==> config.mk <==
export PLATFORM = sky130hd
export DESIGN_NAME = wideReadSeq
export DESIGN_NICKNAME = d
export VERILOG_FILES = /design/src/rtl/wideReadPkg.sv /design/src/rtl/wideReadCtrl.sv /design/src/rtl/wideReadDp.sv /design/src/rtl/wideReadSeq.sv
export SDC_FILE = /design/constraint.sdc
export NUM_CORES = 1
export LEC_CHECK = 0
export ABC_AREA = 0
export BUFFER_PORTS_ARGS = -buffer_cell sky130_fd_sc_hd__buf_4
export CELL_PAD_IN_SITES_DETAIL_PLACEMENT = 1
export CELL_PAD_IN_SITES_GLOBAL_PLACEMENT = 1
export CORE_ASPECT_RATIO = 0.8
export CORE_MARGIN = 4
export CORE_UTILIZATION = 40
export DETAILED_ROUTE_END_ITERATION = 8
export PLACE_DENSITY = 0.69
export SLEW_MARGIN = 20
export SYNTH_ARGS = -nofsm -noshare
export SYNTH_HDL_FRONTEND = slang
export SYNTH_SLANG_ARGS = --single-unit
export TNS_END_PERCENT = 10
==> constraint.sdc <==
create_clock -name clk -period 5.2 [get_ports clk]
set_input_delay 0.78 -clock clk [delete_from_list [all_inputs] [get_ports clk]]
set_output_delay 0.78 -clock clk [all_outputs]
set_load 0.01 [all_outputs]
==> src/rtl/wideReadPkg.sv <==
package wideReadPkg;

  localparam int SR_W  = 64;
  localparam int CNT_W = 7;

  typedef logic [CNT_W-1:0] cnt_t;
  // lane selector doubles as the shift amount: 0 -> 1 line, 1 -> 2, 2 -> 4
  typedef logic [1:0] lanes_t;

  typedef enum logic [2:0] {
    PH_IDLE = 3'd0,
    PH_INST = 3'd1,
    PH_ADDR = 3'd2,
    PH_MODE = 3'd3,
    PH_WAIT = 3'd4,
    PH_DATA = 3'd5,
    PH_DONE = 3'd6
  } phase_e;

  typedef struct packed {
    cnt_t   instCyc;
    cnt_t   addrCyc;
    cnt_t   modeCyc;
    cnt_t   waitCyc;
    cnt_t   dataCyc;
    cnt_t   instBits;
    cnt_t   addrBits;
    lanes_t instLanes;
    lanes_t addrLanes;
    lanes_t wideLanes;
  } cfg_t;

  typedef struct packed {
    logic   capture;
    logic   load;
    phase_e loadPhase;
    cnt_t   loadBits;
    logic   shiftOut;
    logic   sampleIn;
    logic   finish;
    lanes_t lanes;
    logic   driveEn;
  } strobe_t;

endpackage

==> src/rtl/wideReadCtrl.sv <==
module wideReadCtrl
  import wideReadPkg::*;
#(
  parameter int MODE_W = 8,
  parameter int FC_W   = 3
) (
  input  logic            clk,
  input  logic            rstN,
  input  logic            start,
  input  logic [1:0]      frameFmt,
  input  logic [1:0]      xferType,
  input  logic [1:0]      instLenCode,
  input  logic [3:0]      addrLenCode,
  input  logic            modeEn,
  input  logic [4:0]      waitCount,
  input  logic [FC_W-1:0] frameCode,
  output strobe_t         strb,
  output logic            sclk,
  output logic            csN,
  output logic            busy
);

  phase_e phase;
  phase_e nxt;
  cnt_t   cnt;
  logic   half;
  cfg_t   held;
  cfg_t   live;
  cfg_t   useCfg;
  lanes_t wideLn;
  cnt_t   dataBits;
  logic   fmtOk;
  logic   launch;
  logic   active;
  logic   ctrlPhase;
  logic   endOfCyc;
  logic   lastCyc;

  function automatic phase_e pickNext(phase_e cur, cfg_t c);
    if (cur < PH_INST && c.instCyc != '0) return PH_INST;
    if (cur < PH_ADDR && c.addrCyc != '0) return PH_ADDR;
    if (cur < PH_MODE && c.modeCyc != '0) return PH_MODE;
    if (cur < PH_WAIT && c.waitCyc != '0) return PH_WAIT;
    return PH_DATA;
  endfunction

  function automatic cnt_t cycOf(phase_e p, cfg_t c);
    case (p)
      PH_INST: return c.instCyc;
      PH_ADDR: return c.addrCyc;
      PH_MODE: return c.modeCyc;
      PH_WAIT: return c.waitCyc;
      default: return c.dataCyc;
    endcase
  endfunction

  // settings decoded from the pins, captured into held at launch
  always_comb begin
    wideLn         = (frameFmt == 2'b10) ? 2'd2 : 2'd1;
    live.wideLanes = wideLn;
    live.instLanes = (xferType == 2'b10) ? wideLn : 2'd0;
    live.addrLanes = (xferType == 2'b00) ? 2'd0 : wideLn;
    case (instLenCode)
      2'd0:    live.instBits = cnt_t'(0);
      2'd1:    live.instBits = cnt_t'(4);
      2'd2:    live.instBits = cnt_t'(8);
      default: live.instBits = cnt_t'(16);
    endcase
    live.addrBits = cnt_t'({addrLenCode, 2'b00});
    live.instCyc  = live.instBits >> live.instLanes;
    live.addrCyc  = live.addrBits >> live.addrLanes;
    live.modeCyc  = modeEn ? (cnt_t'(MODE_W) >> wideLn) : '0;
    live.waitCyc  = cnt_t'(waitCount);
    dataBits      = cnt_t'({frameCode, 2'b00}) + cnt_t'(4);
    live.dataCyc  = dataBits >> wideLn;
  end

  assign fmtOk     = (frameFmt == 2'b01 || frameFmt == 2'b10) && (xferType != 2'b11);
  assign launch    = (phase == PH_IDLE) && start && fmtOk;
  assign active    = (phase != PH_IDLE) && (phase != PH_DONE);
  assign ctrlPhase = (phase == PH_INST) || (phase == PH_ADDR) || (phase == PH_MODE);
  assign endOfCyc  = active && half;
  assign lastCyc   = (cnt == cnt_t'(1));
  assign useCfg    = (phase == PH_IDLE) ? live : held;
  assign nxt       = pickNext(phase, useCfg);

  always_ff @(posedge clk or negedge rstN) begin
    if (!rstN) begin
      phase <= PH_IDLE;
      cnt   <= '0;
      half  <= 1'b0;
      held  <= '0;
    end else begin
      case (phase)
        PH_IDLE: begin
          half <= 1'b0;
          if (launch) begin
            phase <= nxt;
            cnt   <= cycOf(nxt, live);
            held  <= live;
          end
        end
        PH_DONE: phase <= PH_IDLE;
        default: begin
          half <= ~half;
          if (half) begin
            if (lastCyc) begin
              if (phase == PH_DATA) phase <= PH_DONE;
              else begin
                phase <= nxt;
                cnt   <= cycOf(nxt, held);
              end
            end else begin
              cnt <= cnt - cnt_t'(1);
            end
          end
        end
      endcase
    end
  end

  always_comb begin
    strb.capture   = launch;
    strb.load      = launch || (endOfCyc && lastCyc && phase != PH_DATA);
    strb.loadPhase = nxt;
    case (nxt)
      PH_INST: strb.loadBits = useCfg.instBits;
      PH_ADDR: strb.loadBits = useCfg.addrBits;
      PH_MODE: strb.loadBits = cnt_t'(MODE_W);
      default: strb.loadBits = '0;
    endcase
    strb.shiftOut = endOfCyc && !lastCyc && ctrlPhase;
    strb.sampleIn = endOfCyc && (phase == PH_DATA);
    strb.finish   = endOfCyc && lastCyc && (phase == PH_DATA);
    case (phase)
      PH_INST: strb.lanes = held.instLanes;
      PH_ADDR: strb.lanes = held.addrLanes;
      default: strb.lanes = held.wideLanes;
    endcase
    strb.driveEn = ctrlPhase;
  end

  assign sclk = active && half;
  assign csN  = (phase == PH_IDLE);
  assign busy = (phase != PH_IDLE);

  // a start with a reserved code leaves the block idle
  a_r1_reserved_ignored: assert property (@(posedge clk) disable iff (!rstN)
    (!busy && start && !fmtOk) |=> !busy);

  // a start during a running transaction does not disturb it
  a_r2_busy_start_held: assert property (@(posedge clk) disable iff (!rstN)
    (busy && start && phase != PH_DONE) |=> busy);

  // busy only rises after a start request
  a_r11_busy_from_start: assert property (@(posedge clk) disable iff (!rstN)
    $rose(busy) |-> $past(start));

endmodule

==> src/rtl/wideReadDp.sv <==
module wideReadDp
  import wideReadPkg::*;
#(
  parameter int MODE_W = 8,
  parameter int DATA_W = 32
) (
  input  logic              clk,
  input  logic              rstN,
  input  strobe_t           strb,
  input  logic [15:0]       instVal,
  input  logic [59:0]       addrVal,
  input  logic [MODE_W-1:0] modeVal,
  input  logic [3:0]        ioIn,
  output logic [3:0]        ioOut,
  output logic [3:0]        ioOe,
  output logic [DATA_W-1:0] rxData,
  output logic              rxValid
);

  logic [15:0]       hInst;
  logic [59:0]       hAddr;
  logic [MODE_W-1:0] hMode;
  logic [SR_W-1:0]   sr;
  logic [SR_W-1:0]   loadVal;
  logic [DATA_W-1:0] rxShift;
  logic [DATA_W-1:0] rxNext;

  always_comb begin
    case (strb.loadPhase)
      PH_INST: loadVal = SR_W'(strb.capture ? instVal : hInst);
      PH_ADDR: loadVal = SR_W'(strb.capture ? addrVal : hAddr);
      PH_MODE: loadVal = SR_W'(strb.capture ? modeVal : hMode);
      default: loadVal = '0;
    endcase
  end

  always_comb begin
    case (strb.lanes)
      2'd1:    rxNext = {rxShift[DATA_W-3:0], ioIn[1:0]};
      2'd2:    rxNext = {rxShift[DATA_W-5:0], ioIn};
      default: rxNext = {rxShift[DATA_W-2:0], ioIn[1]};
    endcase
  end

  always_ff @(posedge clk or negedge rstN) begin
    if (!rstN) begin
      hInst   <= '0;
      hAddr   <= '0;
      hMode   <= '0;
      sr      <= '0;
      rxShift <= '0;
      rxData  <= '0;
      rxValid <= 1'b0;
    end else begin
      if (strb.capture) begin
        hInst <= instVal;
        hAddr <= addrVal;
        hMode <= modeVal;
      end
      if (strb.load) begin
        sr <= loadVal << (cnt_t'(SR_W) - strb.loadBits);
      end else if (strb.shiftOut) begin
        case (strb.lanes)
          2'd0:    sr <= sr << 1;
          2'd1:    sr <= sr << 2;
          default: sr <= sr << 4;
        endcase
      end
      if (strb.load && strb.loadPhase == PH_DATA) rxShift <= '0;
      else if (strb.sampleIn) rxShift <= rxNext;
      rxValid <= strb.finish;
      if (strb.finish) rxData <= rxNext;
    end
  end

  always_comb begin
    case (strb.lanes)
      2'd0:    begin ioOut = {3'b000, sr[SR_W-1]};   ioOe = 4'b0001; end
      2'd1:    begin ioOut = {2'b00, sr[SR_W-1 -: 2]}; ioOe = 4'b0011; end
      default: begin ioOut = sr[SR_W-1 -: 4];        ioOe = 4'b1111; end
    endcase
    if (!strb.driveEn) ioOe = 4'b0000;
  end

  // the received word is announced for one cycle only
  a_r9_valid_pulse: assert property (@(posedge clk) disable iff (!rstN)
    rxValid |=> !rxValid);

endmodule

==> src/rtl/wideReadSeq.sv <==
module wideReadSeq
  import wideReadPkg::*;
#(
  parameter  int MODE_W = 8,
  parameter  int DATA_W = 32,
  localparam int FC_W   = $clog2(DATA_W / 4)
) (
  input  logic              clk,
  input  logic              rstN,
  input  logic              start,
  input  logic [1:0]        frameFmt,
  input  logic [1:0]        xferType,
  input  logic [1:0]        instLenCode,
  input  logic [3:0]        addrLenCode,
  input  logic              modeEn,
  input  logic [MODE_W-1:0] modeVal,
  input  logic [4:0]        waitCount,
  input  logic [FC_W-1:0]   frameCode,
  input  logic [15:0]       instVal,
  input  logic [59:0]       addrVal,
  input  logic [3:0]        ioIn,
  output logic              sclk,
  output logic              csN,
  output logic [3:0]        ioOut,
  output logic [3:0]        ioOe,
  output logic [DATA_W-1:0] rxData,
  output logic              rxValid,
  output logic              busy
);

  strobe_t strb;

  wideReadCtrl #(.MODE_W(MODE_W), .FC_W(FC_W)) u_ctrl (
    .clk(clk), .rstN(rstN), .start(start),
    .frameFmt(frameFmt), .xferType(xferType), .instLenCode(instLenCode),
    .addrLenCode(addrLenCode), .modeEn(modeEn), .waitCount(waitCount),
    .frameCode(frameCode), .strb(strb), .sclk(sclk), .csN(csN), .busy(busy)
  );

  wideReadDp #(.MODE_W(MODE_W), .DATA_W(DATA_W)) u_dp (
    .clk(clk), .rstN(rstN), .strb(strb),
    .instVal(instVal), .addrVal(addrVal), .modeVal(modeVal), .ioIn(ioIn),
    .ioOut(ioOut), .ioOe(ioOe), .rxData(rxData), .rxValid(rxValid)
  );

  // chip select releases only right after the word is delivered
  a_r10_cs_after_valid: assert property (@(posedge clk) disable iff (!rstN)
    $rose(csN) |-> $past(rxValid));

  // lines are never driven while deselected
  a_r6_oe_quiet_idle: assert property (@(posedge clk) disable iff (!rstN)
    csN |-> (ioOe == 4'b0000));

endmodule

==> impl_metrics.env, run 1 <==
export IMPL_status="finished, final reports clean"
export IMPL_multi_input_area_um2=8370
export IMPL_critPathRequiredTime_ps=4420
export IMPL_num_antenna_cells=0
export IMPL_port_buffers=153
export IMPL_resize_count_post_cts=0
export IMPL_drv_slew=0
export IMPL_timing_critical_path_fanout_max=35
export IMPL_critPathArrivalTime_ps=3570
export IMPL_synthArstFlopShare_pct=100
export IMPL_detailedPlace_worstSlack_ps=862
export IMPL_slew_limit_headroom_pct=23.4
export IMPL_core_area_um2=38300
export IMPL_edff_count_synth=0
export IMPL_hold_viol_final=0
export IMPL_detailroute_via_count=14678
export IMPL_power_per_cell_area_nw_per_um2=727
export IMPL_r2r_start="u_ctrl.phase[0]"
export IMPL_cts_buffers_inserted=30
export IMPL_clock_sinks=255
export IMPL_drt_wl_total_um=58000
export IMPL_final_util_pct=47.4
export IMPL_synth_area_um2=15500
export IMPL_fin_skew_ps=14.1
export IMPL_synth_lib_cells_used_distinct=85
export IMPL_final_worst_path_cycle_share_pct=83.7
export IMPL_layout_cells_most_common="sky130_fd_sc_hd__dfrtp_1"
export IMPL_gp_congestion=0.939
export IMPL_cts_root_buf="sky130_fd_sc_hd__clkbuf_16"
export IMPL_cts_tree="built"
export IMPL_die_width_um=228
export IMPL_ff_latch_area_um2=6380
export IMPL_dp_hpwl_um=41400
export IMPL_die_area_um2=42000
export IMPL_chipHeight_um=184
export IMPL_synth_ff_latch_count=255
export IMPL_syn_to_final_growth_pct=16.8
export IMPL_drt_initial_drc_count=1180
export IMPL_yosys_synthesis_warning_count=0
export IMPL_initial_utilization_pct=40.6
export IMPL_rsz0062_at_grt="false"
export IMPL_cts_root_to_sink_buffers=3
export IMPL_htree_num_levels=1
export IMPL_timing_final_ws_setup_ps=848
export IMPL_post_synth_cell_area_avg_um2=8.56
export IMPL_clk_transition_reported_paths_ps=60
export IMPL_design_final_nets=2018
export IMPL_final_cell_mix="sky130_fd_sc_hd__dfrtp_1 (255), sky130_fd_sc_hd__nand2_1 (228), sky130_fd_sc_hd__buf_4 (199)"
export IMPL_cts_hold_buf=0
export IMPL_setup_total_negative_slack_ps=0
export IMPL_grt_start_max_net_pins=108
export IMPL_critical_path_reg2reg_endpoint="u_dp.sr[56]"
export IMPL_grt_pass1_vias=15108
export IMPL_design_portCount=154
export IMPL_cp_end_kind="output pin"
export IMPL_layout_drive_gt1_share_pct=18.1
export IMPL_min_path_type="input port to async pin"
export IMPL_antenna_violations_before_repair=0
export IMPL_synth_seq_area_share_pct=41.1
export IMPL_post_cts_buffers=0
export IMPL_ys_flop_type="sky130_fd_sc_hd__dfrtp_1"
export IMPL_critPathLaunchType="flip-flop"
export IMPL_firstDrtPassIters=5
export IMPL_worstSetupPathType="flip-flop to output pin"
export IMPL_row_count=64
export IMPL_setup_viol=0
export IMPL_cellLeakagePower_nw=8.48
export IMPL_ant_nets=0
export IMPL_avgRoutedWirePerCell_um=24.0
export IMPL_grt_pass1_wl_um=90900
export IMPL_count_of_max_cap_constraint_violations=0
export IMPL_grt_util_all_layers_pct=26.9
export IMPL_grt_remaining_overflow=0
export IMPL_syn_num_nets=1932
export IMPL_post_synth_inst_count=1813
export IMPL_power_ir_vdd_worst_mv=0.541
export IMPL_timing_reg2reg_setup_slack_ps=870
export IMPL_layout_min_cycle_time_ps=4350
export IMPL_route_detailed_vias_per_inst=6.08
export IMPL_nFillCells=4524
export IMPL_clock_fmax_mhz=230
export IMPL_worst_r2r_path_depth=13
export IMPL_worst_slew_pin_transition_ps=1150
export IMPL_dp_cells=2362
export IMPL_post_layout_nonfiller_instances=2415
export IMPL_drt_drc_violations_left=0
export IMPL_worst_skew_late_latency_ps=580
[area by class of cell]
class	instances	area share, %
Multi-Input combinational cell	1348	46.2
Sequential cell	255	35.2
Timing Repair Buffer	202	8.54
Clock buffer	49	5.15
Tap cell	495	3.41
Inverter	62	1.28
Clock inverter	4	0.262
[worst max-delay path: stages, from the launching register on]
cell and delay (ps):
sky130_fd_sc_hd__dfrtp_1 510, sky130_fd_sc_hd__buf_4 250, sky130_fd_sc_hd__xnor2_1 300, sky130_fd_sc_hd__nor2_1 140
sky130_fd_sc_hd__o22ai_1 350, sky130_fd_sc_hd__inv_1 130, sky130_fd_sc_hd__ha_4 300, sky130_fd_sc_hd__nor2_4 530
sky130_fd_sc_hd__and3_1 330, sky130_fd_sc_hd__buf_4 150
[worst max path at each step]
stage               cells past startpoint           to             from  slack (ps)
floorplan                              15  u_dp.sr[50]   addrLenCode[0]        1310
global placement                       13  u_dp.sr[56]   addrLenCode[0]         860
detailed placement                     13  u_dp.sr[56]   addrLenCode[0]         860
CTS                                     9      ioOe[3]  u_ctrl.phase[0]         810
global route                           13  u_dp.sr[56]  u_ctrl.phase[0]         570
finish                                  9      ioOe[3]  u_ctrl.phase[0]         850
[synthesized netlist by cell type, drive strengths merged, types with 9 or more instances]
| cell type | count | area (um2) |
|---|---|---|
| clkbuf | 111 | 417 |
| o21ai | 153 | 766 |
| dfrtp | 255 | 6380 |
| nand3 | 22 | 128 |
| a22o | 17 | 149 |
| a211oi | 13 | 103 |
| mux2i | 95 | 951 |
| nor2 | 195 | 732 |
| nand2b | 11 | 68.8 |
| nor3 | 31 | 171 |
| o221ai | 9 | 78.8 |
| inv | 61 | 229 |
| and3 | 14 | 87.6 |
| o211ai | 24 | 180 |
| nand2 | 229 | 860 |
| o22ai | 22 | 144 |
| and2 | 12 | 75.1 |
| a21oi | 146 | 731 |
| a22oi | 94 | 706 |
| a31oi | 45 | 288 |
| ha | 9 | 113 |
| buf | 37 | 196 |
| mux2 | 67 | 758 |
[where the power goes]
part           total [W]  switching, W  internal [W]  leakage (nW)
logic            0.00767       0.00496       0.00271          4.74
registers        0.00336      0.000646       0.00272          3.25
clock network    0.00215      0.000891       0.00126         0.479
[per-layer routing]
metal | global-route usage, % | part of all wire, %
met5 | 0 | 0
met4 | 5.46 | 2.0
met3 | 4.42 | 5.7
met2 | 45.0 | 47
met1 | 37.2 | 45
[per-stage QoR]
stage | hold WS (ps) | area, um2 | power (W)
after floorplan | 447 | 15500 | 0.00840
after global placement | 464 | 17200 | 0.0108
after detailed placement | 470 | 17200 | 0.0109
after CTS | 266 | 18100 | 0.0132
after global routing | 277 | 18100 | 0.0142
final | 237 | 18100 | 0.0132
[registers in the layout, indices dropped and copies added (netlist names)]
register      flops
u_dp.rxData      32
u_dp.sr          64
u_ctrl.phase      3
u_dp.hMode        8
u_ctrl.held      32
u_dp.rxShift     31
u_dp.rxValid      1
u_dp.hAddr       60
u_dp.hInst       16
u_ctrl.half       1
u_ctrl.cnt        7
[cell families after synthesis]
family	after synthesis	synth area share, %
compound gates	609	25.1
simple gates	554	15.5
flops	255	41.1
buf+inv	210	5.45
mux	165	11.4
xor+xnor	10	0.564
fa+ha+maj	10	0.790
(Power assumes the default switching activity.)
==> run 2: changes to the inputs <==
ABC_AREA = 1   (was 0)
PLACE_DENSITY = 0.72   (was 0.69)
clock period = 4.1 ns   (was 5.2 ns; I/O delays follow)
==> run 2 against run 1 <==
Against the previous run:
- worst hold slack worse by 120 ps
- highest routed layer unchanged
- largest power group is now registers
- via count is 14% higher
- clock power is 24% higher
- critical endpoint is now ioOut[1]
- first-iteration DRC count is 6.5% higher
==> impl_metrics.env, run 2 <==
export IMPL_worst_slew_pin_transition_ps=1080
export IMPL_worst_hold_slack_ps=112
export IMPL_grt_start_max_net_pins=109
export IMPL_cts_hold_buf=0
export IMPL_critPathRequiredTime_ps=3480
export IMPL_setup_total_negative_slack_ps=0
export IMPL_design_portCount=154
export IMPL_synth_seq_area_share_pct=39.9
export IMPL_synthArstFlopShare_pct=100
export IMPL_layout_min_cycle_time_ps=3740
export IMPL_ys_flop_type="sky130_fd_sc_hd__dfrtp_1"
export IMPL_avgRoutedWirePerCell_um=20.9
export IMPL_cts_root_buf="sky130_fd_sc_hd__clkbuf_16"
export IMPL_largest_register_ff_count=64
export IMPL_critPathLaunchType="flip-flop"
export IMPL_syn_to_final_growth_pct=15.5
export IMPL_synth_top_cells_by_count="sky130_fd_sc_hd__nand2_1 (642), sky130_fd_sc_hd__dfrtp_1 (257), sky130_fd_sc_hd__nand3_1 (252)"
export IMPL_largest_registers="u_dp.sr x64, u_dp.hAddr x60, u_ctrl.held x34"
export IMPL_top_register="u_dp.sr"
export IMPL_yosys_synthesis_warning_count=0
export IMPL_syn_num_nets=2426
export IMPL_cts_tree="built"
export IMPL_final_cell_mix="sky130_fd_sc_hd__nand2_1 (641), sky130_fd_sc_hd__dfrtp_1 (257), sky130_fd_sc_hd__nand3_1 (252)"
export IMPL_status="finished, final reports clean"
export IMPL_critPathArrivalTime_ps=3130
export IMPL_initial_utilization_pct=40.7
export IMPL_power_per_cell_area_nw_per_um2=326
export IMPL_drt_wl_total_um=61400
export IMPL_setup_viol=0
export IMPL_drv_slew=0
export IMPL_grt_remaining_overflow=0
export IMPL_grt_pass1_wl_um=97900
export IMPL_synth_lib_cells_used_distinct=46
export IMPL_timing_critical_path_fanout_max=35
export IMPL_design_final_nets=2501
export IMPL_firstDrtPassIters=6
export IMPL_worstSetupPathType="flip-flop to output pin"
export IMPL_fin_skew_ps=15.9
export IMPL_post_synth_inst_count=2307
export IMPL_power_ir_vdd_worst_mv=0.278
export IMPL_chipHeight_um=188
export IMPL_route_detailed_vias_per_inst=5.70
export IMPL_r2r_start="u_ctrl.phase[2]"
export IMPL_ff_latch_area_um2=6430
export IMPL_clock_fmax_mhz=267
export IMPL_worst_r2r_path_depth=13
export IMPL_worst_skew_late_latency_ps=570
export IMPL_port_buffers=153
export IMPL_count_of_max_cap_constraint_violations=0
export IMPL_slew_limit_headroom_pct=27.9
export IMPL_cp_end_kind="output pin"
export IMPL_drt_drc_violations_left=0
export IMPL_gp_congestion=0.922
export IMPL_edff_count_synth=0
export IMPL_nFillCells=5082
export IMPL_cts_buffers_inserted=29
export IMPL_row_count=65
export IMPL_synth_largest_type_area_fraction_pct=39.9
export IMPL_num_antenna_cells=0
export IMPL_core_area_um2=39600
export IMPL_synth_top_area_cell="sky130_fd_sc_hd__dfrtp_1"
export IMPL_yosysMostFrequentCell="sky130_fd_sc_hd__nand2_1"
export IMPL_die_width_um=232
export IMPL_min_path_type="input port to async pin"
export IMPL_dp_hpwl_um=44200
export IMPL_ant_nets=0
export IMPL_synth_ff_latch_count=257
export IMPL_cellLeakagePower_nw=9.25
export IMPL_post_synth_cell_area_avg_um2=6.99
export IMPL_antenna_violations_before_repair=0
export IMPL_layout_drive_gt1_share_pct=12.7
export IMPL_synth_area_top_cells="sky130_fd_sc_hd__dfrtp_1 (40%), sky130_fd_sc_hd__nand2_1 (15%), sky130_fd_sc_hd__nand3_1 (7.8%), sky130_fd_sc_hd__inv_1 (4.8%), sky130_fd_sc_hd__nor2_1 (4.7%)"
export IMPL_htree_num_levels=1
export IMPL_grt_util_all_layers_pct=27.7
export IMPL_layout_cells_most_common="sky130_fd_sc_hd__nand2_1"
export IMPL_grt_pass1_vias=17318
export IMPL_die_area_um2=43600
export IMPL_rsz0062_at_grt="false"
export IMPL_timing_reg2reg_setup_slack_ps=450
export IMPL_clock_sinks=257
export IMPL_hold_viol_final=0
export IMPL_cts_root_to_sink_buffers=3
export IMPL_drt_initial_drc_count=1257
export IMPL_detailroute_via_count=16758
export IMPL_final_worst_path_cycle_share_pct=91.2
export IMPL_critical_path_reg2reg_endpoint="u_dp.sr[32]"
export IMPL_clk_transition_reported_paths_ps=60
export IMPL_synth_area_um2=16100
export IMPL_multi_input_area_um2=8130
-- run 2: routing by layer --
| metal | global-route usage (%) | wire length [um] | vias to the layer above |
|---|---|---|---|
| li1 | - | - | 7865 |
| met1 | 38.5 | 27600 | 8315 |
| met2 | 44.4 | 28200 | 463 |
| met3 | 5.13 | 3650 | 115 |
| met4 | 8.09 | 1940 | 0 |
| met5 | 0 | 0 | - |
-- run 2: area by class of cell --
class	instances	area share [%]
inverters	224	4.52
repair buffers	197	8.48
well taps	536	3.60
clock inverters	4	0.276
clock buffers	49	4.89
multi-input cells	1673	43.7
flip-flops and latches	257	34.5
-- run 2: repair_timing --
action | in CTS | in global routing
buffers inserted | 0 | 0
gates resized for setup | 1 | 5
setup endpoints to repair | 3 | 4
-- run 2: how the worst max path moves through the flow --
| stage | from | end | slack (ps) | cells past startpoint |
|---|---|---|---|---|
| 2_1_floorplan | u_ctrl.phase[1] | ioOe[3] | 860 | 16 |
| 3_3_place_gp | u_ctrl.phase[1] | u_dp.sr[17] | 380 | 16 |
| 3_5_place_dp | u_ctrl.phase[1] | u_dp.sr[17] | 280 | 16 |
| 4_1_cts | u_ctrl.phase[1] | ioOut[1] | 50 | 14 |
| 5_1_grt | u_ctrl.phase[1] | ioOut[1] | 60 | 14 |
| 6_report | u_ctrl.phase[1] | ioOut[1] | 360 | 14 |
-- run 2: cell families after synthesis --
logic type,share of synthesized area (%)
AND/OR/NAND/NOR,31.2
AO/OA/AOI/OAI,18.1
buffers and inverters,9.84
flip-flops,39.9
adder cells (fa/ha/maj),0.699
XOR/XNOR,0.272
-- run 2: power by group --
part | internal (W) | total (W) | switching (W)
clock network | 0.00156 | 0.00266 | 0.00110
logic | 0.000241 | 0.000665 | 0.000424
registers | 0.00268 | 0.00274 | 0.0000649
total | 0.00448 | 0.00607 | 0.00159
-- run 2: critical path, cell delays in order (launching register included) --
cell and delay [ps]:
sky130_fd_sc_hd__dfrtp_1 450, sky130_fd_sc_hd__inv_1 110, sky130_fd_sc_hd__nor2_1 100, sky130_fd_sc_hd__inv_1 70
sky130_fd_sc_hd__nor2_1 210, sky130_fd_sc_hd__nor2_1 60, sky130_fd_sc_hd__inv_1 80, sky130_fd_sc_hd__nor2_1 50
sky130_fd_sc_hd__nor2_2 260, sky130_fd_sc_hd__ha_2 320, sky130_fd_sc_hd__nor2_1 90, sky130_fd_sc_hd__inv_1 130
sky130_fd_sc_hd__buf_6 310, sky130_fd_sc_hd__o22ai_1 130, sky130_fd_sc_hd__buf_4 160
-- run 2: per-stage QoR --
step	power [W]	setup slack (ps)	util [%]	cell area (um2)	cells
floorplan	0.00314	865	-	16100	2307
global placement	0.00342	384	44.5	17600	2887
detailed placement	0.00344	281	44.5	17600	2887
CTS	0.00613	47.9	46.9	18600	2940
global route	0.00633	61.2	47.0	18600	2940
finish	0.00607	359	47.0	18600	2940
==> run 3: changes to the inputs <==
CORE_ASPECT_RATIO = 1.4   (was 0.8)
RECOVER_POWER = 50   (was default)
==> run 3 against run 2 <==
Against the previous run:
- the run now ends with capacitance limit, slew limit left
- critical path depth shrank 1
- sequential share of layout area is essentially flat
- sequential power is essentially flat
- critical endpoint is now ioOut[0]
==> impl_metrics.env, run 3 (synthesis results as in run 2) <==
export IMPL_die_width_um=178
export IMPL_dp_hpwl_um=45600
export IMPL_post_cts_buffers=0
export IMPL_power_frac_comb_pct=10.8
export IMPL_grt_pass1_vias=17596
export IMPL_fin_skew_ps=30.7
export IMPL_top_register="u_dp.sr"
export IMPL_critPathLaunchType="flip-flop"
export IMPL_syn_to_final_growth_pct=15.6
export IMPL_cts_hold_buf=0
export IMPL_final_cell_mix="sky130_fd_sc_hd__nand2_1 (641), sky130_fd_sc_hd__dfrtp_1 (257), sky130_fd_sc_hd__nand3_1 (252)"
export IMPL_power_ir_vdd_worst_mv=0.360
export IMPL_initial_utilization_pct=40.7
export IMPL_total_switching_power_w=0.00162
export IMPL_gp_congestion=0.954
export IMPL_detailroute_via_count=16699
export IMPL_worst_r2r_path_depth=19
export IMPL_critical_path_slowest_cell="sky130_fd_sc_hd__dfrtp_1"
export IMPL_max_stage_delay_ps=450
export IMPL_rsz0062_at_grt="false"
export IMPL_clk_transition_reported_paths_ps=60
export IMPL_hold_path_startpoint="instVal[5]"
export IMPL_ant_nets=0
export IMPL_layout_cell_area_non_filler_um2=18600
export IMPL_status="complete, but fails checks"
export IMPL_crit_path_start="u_ctrl.phase[1]"
export IMPL_core_area_um2=39600
export IMPL_failed_checks="capacitance limit, slew limit"
export IMPL_timing_critical_path_fanout_max=25
export IMPL_chipHeight_um=245
export IMPL_count_of_max_cap_constraint_violations=2
export IMPL_critPathArrivalTime_ps=3160
export IMPL_min_path_type="input port to flip-flop"
export IMPL_largest_register_ff_count=64
export IMPL_design_final_nets=2513
export IMPL_drt_drc_violations_left=0
export IMPL_avgRoutedWirePerCell_um=20.9
export IMPL_drv_slew=156
export IMPL_htree_num_levels=1
export IMPL_largest_registers="u_dp.sr x64, u_dp.hAddr x60, u_ctrl.held x34"
export IMPL_critPathRequiredTime_ps=3480
export IMPL_clock_power_share_pct=44.9
export IMPL_internal_power_w=0.00456
export IMPL_power_per_cell_area_nw_per_um2=332
export IMPL_design_portCount=154
export IMPL_setup_total_negative_slack_ps=0
export IMPL_firstDrtPassIters=8
export IMPL_worst_slew_pin_transition_ps=2100
export IMPL_clock_fmax_mhz=265
export IMPL_antenna_violations_before_repair=0
export IMPL_slew_limit_headroom_pct=-40.2
export IMPL_route_detailed_vias_per_inst=5.67
export IMPL_worst_hold_path_num_cells=3
export IMPL_num_antenna_cells=0
export IMPL_layout_cells_most_common="sky130_fd_sc_hd__nand2_1"
export IMPL_nFillCells=5191
export IMPL_cellLeakagePower_nw=9.24
export IMPL_layout_drive_gt1_share_pct=12.5
export IMPL_clock_sinks=257
export IMPL_worst_path_cell_chain="inv_1 -> nor2_1 -> inv_1 -> nor2_1 -> nor2_1 -> inv_1 -> nor2_1 -> nor2_2 -> inv_1 -> ha_4 -> inv_2 -> o21ai_0 -> buf_4"
export IMPL_cp_end_kind="output pin"
export IMPL_drt_initial_drc_count=1268
export IMPL_cts_tree="built"
export IMPL_grt_start_max_net_pins=80
export IMPL_hold_viol_final=0
export IMPL_grt_pass1_wl_um=97700
export IMPL_switching_share_pct=26.2
export IMPL_final_worst_path_cycle_share_pct=92.2
export IMPL_power_share_sequential_pct=44.3
export IMPL_row_count=86
export IMPL_cts_root_buf="sky130_fd_sc_hd__clkbuf_16"
export IMPL_cts_root_to_sink_buffers=3
export IMPL_grt_remaining_overflow=0
export IMPL_cts_buffers_inserted=29
export IMPL_grt_util_all_layers_pct=27.9
export IMPL_worst_skew_late_latency_ps=590
export IMPL_place_area_um2=17700
export IMPL_r2r_start="u_ctrl.phase[2]"
export IMPL_die_area_um2=43600
export IMPL_setup_viol=0
export IMPL_layout_min_cycle_time_ps=3780
export IMPL_worstSetupPathType="flip-flop to output pin"
export IMPL_port_buffers=153
export IMPL_drt_wl_total_um=61600
run 3: metal layers:
layer  up-vias  global-route usage, %  wire length, um
met4         0                   11.7             2990
met1      8280                   35.0            25200
li1       7868                      -                -
met2       422                   48.9            30900
met3       129                   2.65             2450
met5         -                      0                0
run 3: power groups by stage:
stage / combinational (W) / sequential (W) / clock [W]
4_1_cts: 0.000677 / 0.00274 / 0.00283
6_report: 0.000668 / 0.00274 / 0.00277
3_5_place_dp: 0.000669 / 0.00278 / 0
2_1_floorplan: 0.000380 / 0.00276 / 0
3_3_place_gp: 0.000650 / 0.00278 / 0
5_1_grt: 0.000756 / 0.00275 / 0.00292
run 3: cell type report:
| class | count | area [um2] | area share (%) |
|---|---|---|---|
| Timing Repair Buffer | 209 | 1550 | 8.30 |
| Clock inverter | 8 | 110 | 0.591 |
| Multi-Input combinational cell | 1673 | 8130 | 43.6 |
| Inverter | 224 | 842 | 4.52 |
| Sequential cell | 257 | 6430 | 34.5 |
| Clock buffer | 45 | 906 | 4.86 |
| Tap cell | 528 | 661 | 3.55 |
run 3: final timing paths:
path,endpoint,slack [ps]
setup reg to reg,u_dp.sr[43],500
hold / removal,u_dp.hInst[5],250
max in group asynchronous,u_dp.hAddr[47],690
hold reg to reg,u_dp.hAddr[47],460
setup / recovery,ioOut[0],320
min in group asynchronous,u_dp.rxData[14],610
run 3: critical path, delay by kind of cell, from the launching register on:
family | cells | cell delay, ps
AOI/OAI and AO/OA | 1 | 280
adders and majority gates | 1 | 230
buffers and inverters | 6 | 980
DFF | 1 | 450
and+or+nand+nor | 5 | 640
run 3: timing repair:
| action | in CTS | in global routing |
|---|---|---|
| endpoints found under the setup margin | 3 | 4 |
| pin swaps | 0 | 0 |
| gates resized for setup | 1 | 3 |
run 3: metrics by stage:
stage	worst slack [ps]	hold WS [ps]	total power [W]	std cells	util, %
finish	322	254	0.00618	2944	47.0
CTS	77.5	18.6	0.00625	2944	47.3
global placement	466	448	0.00343	2891	44.7
global route	51.8	259	0.00643	2944	47.0
floorplan	865	319	0.00314	2307	-
detailed placement	422	454	0.00345	2891	44.7
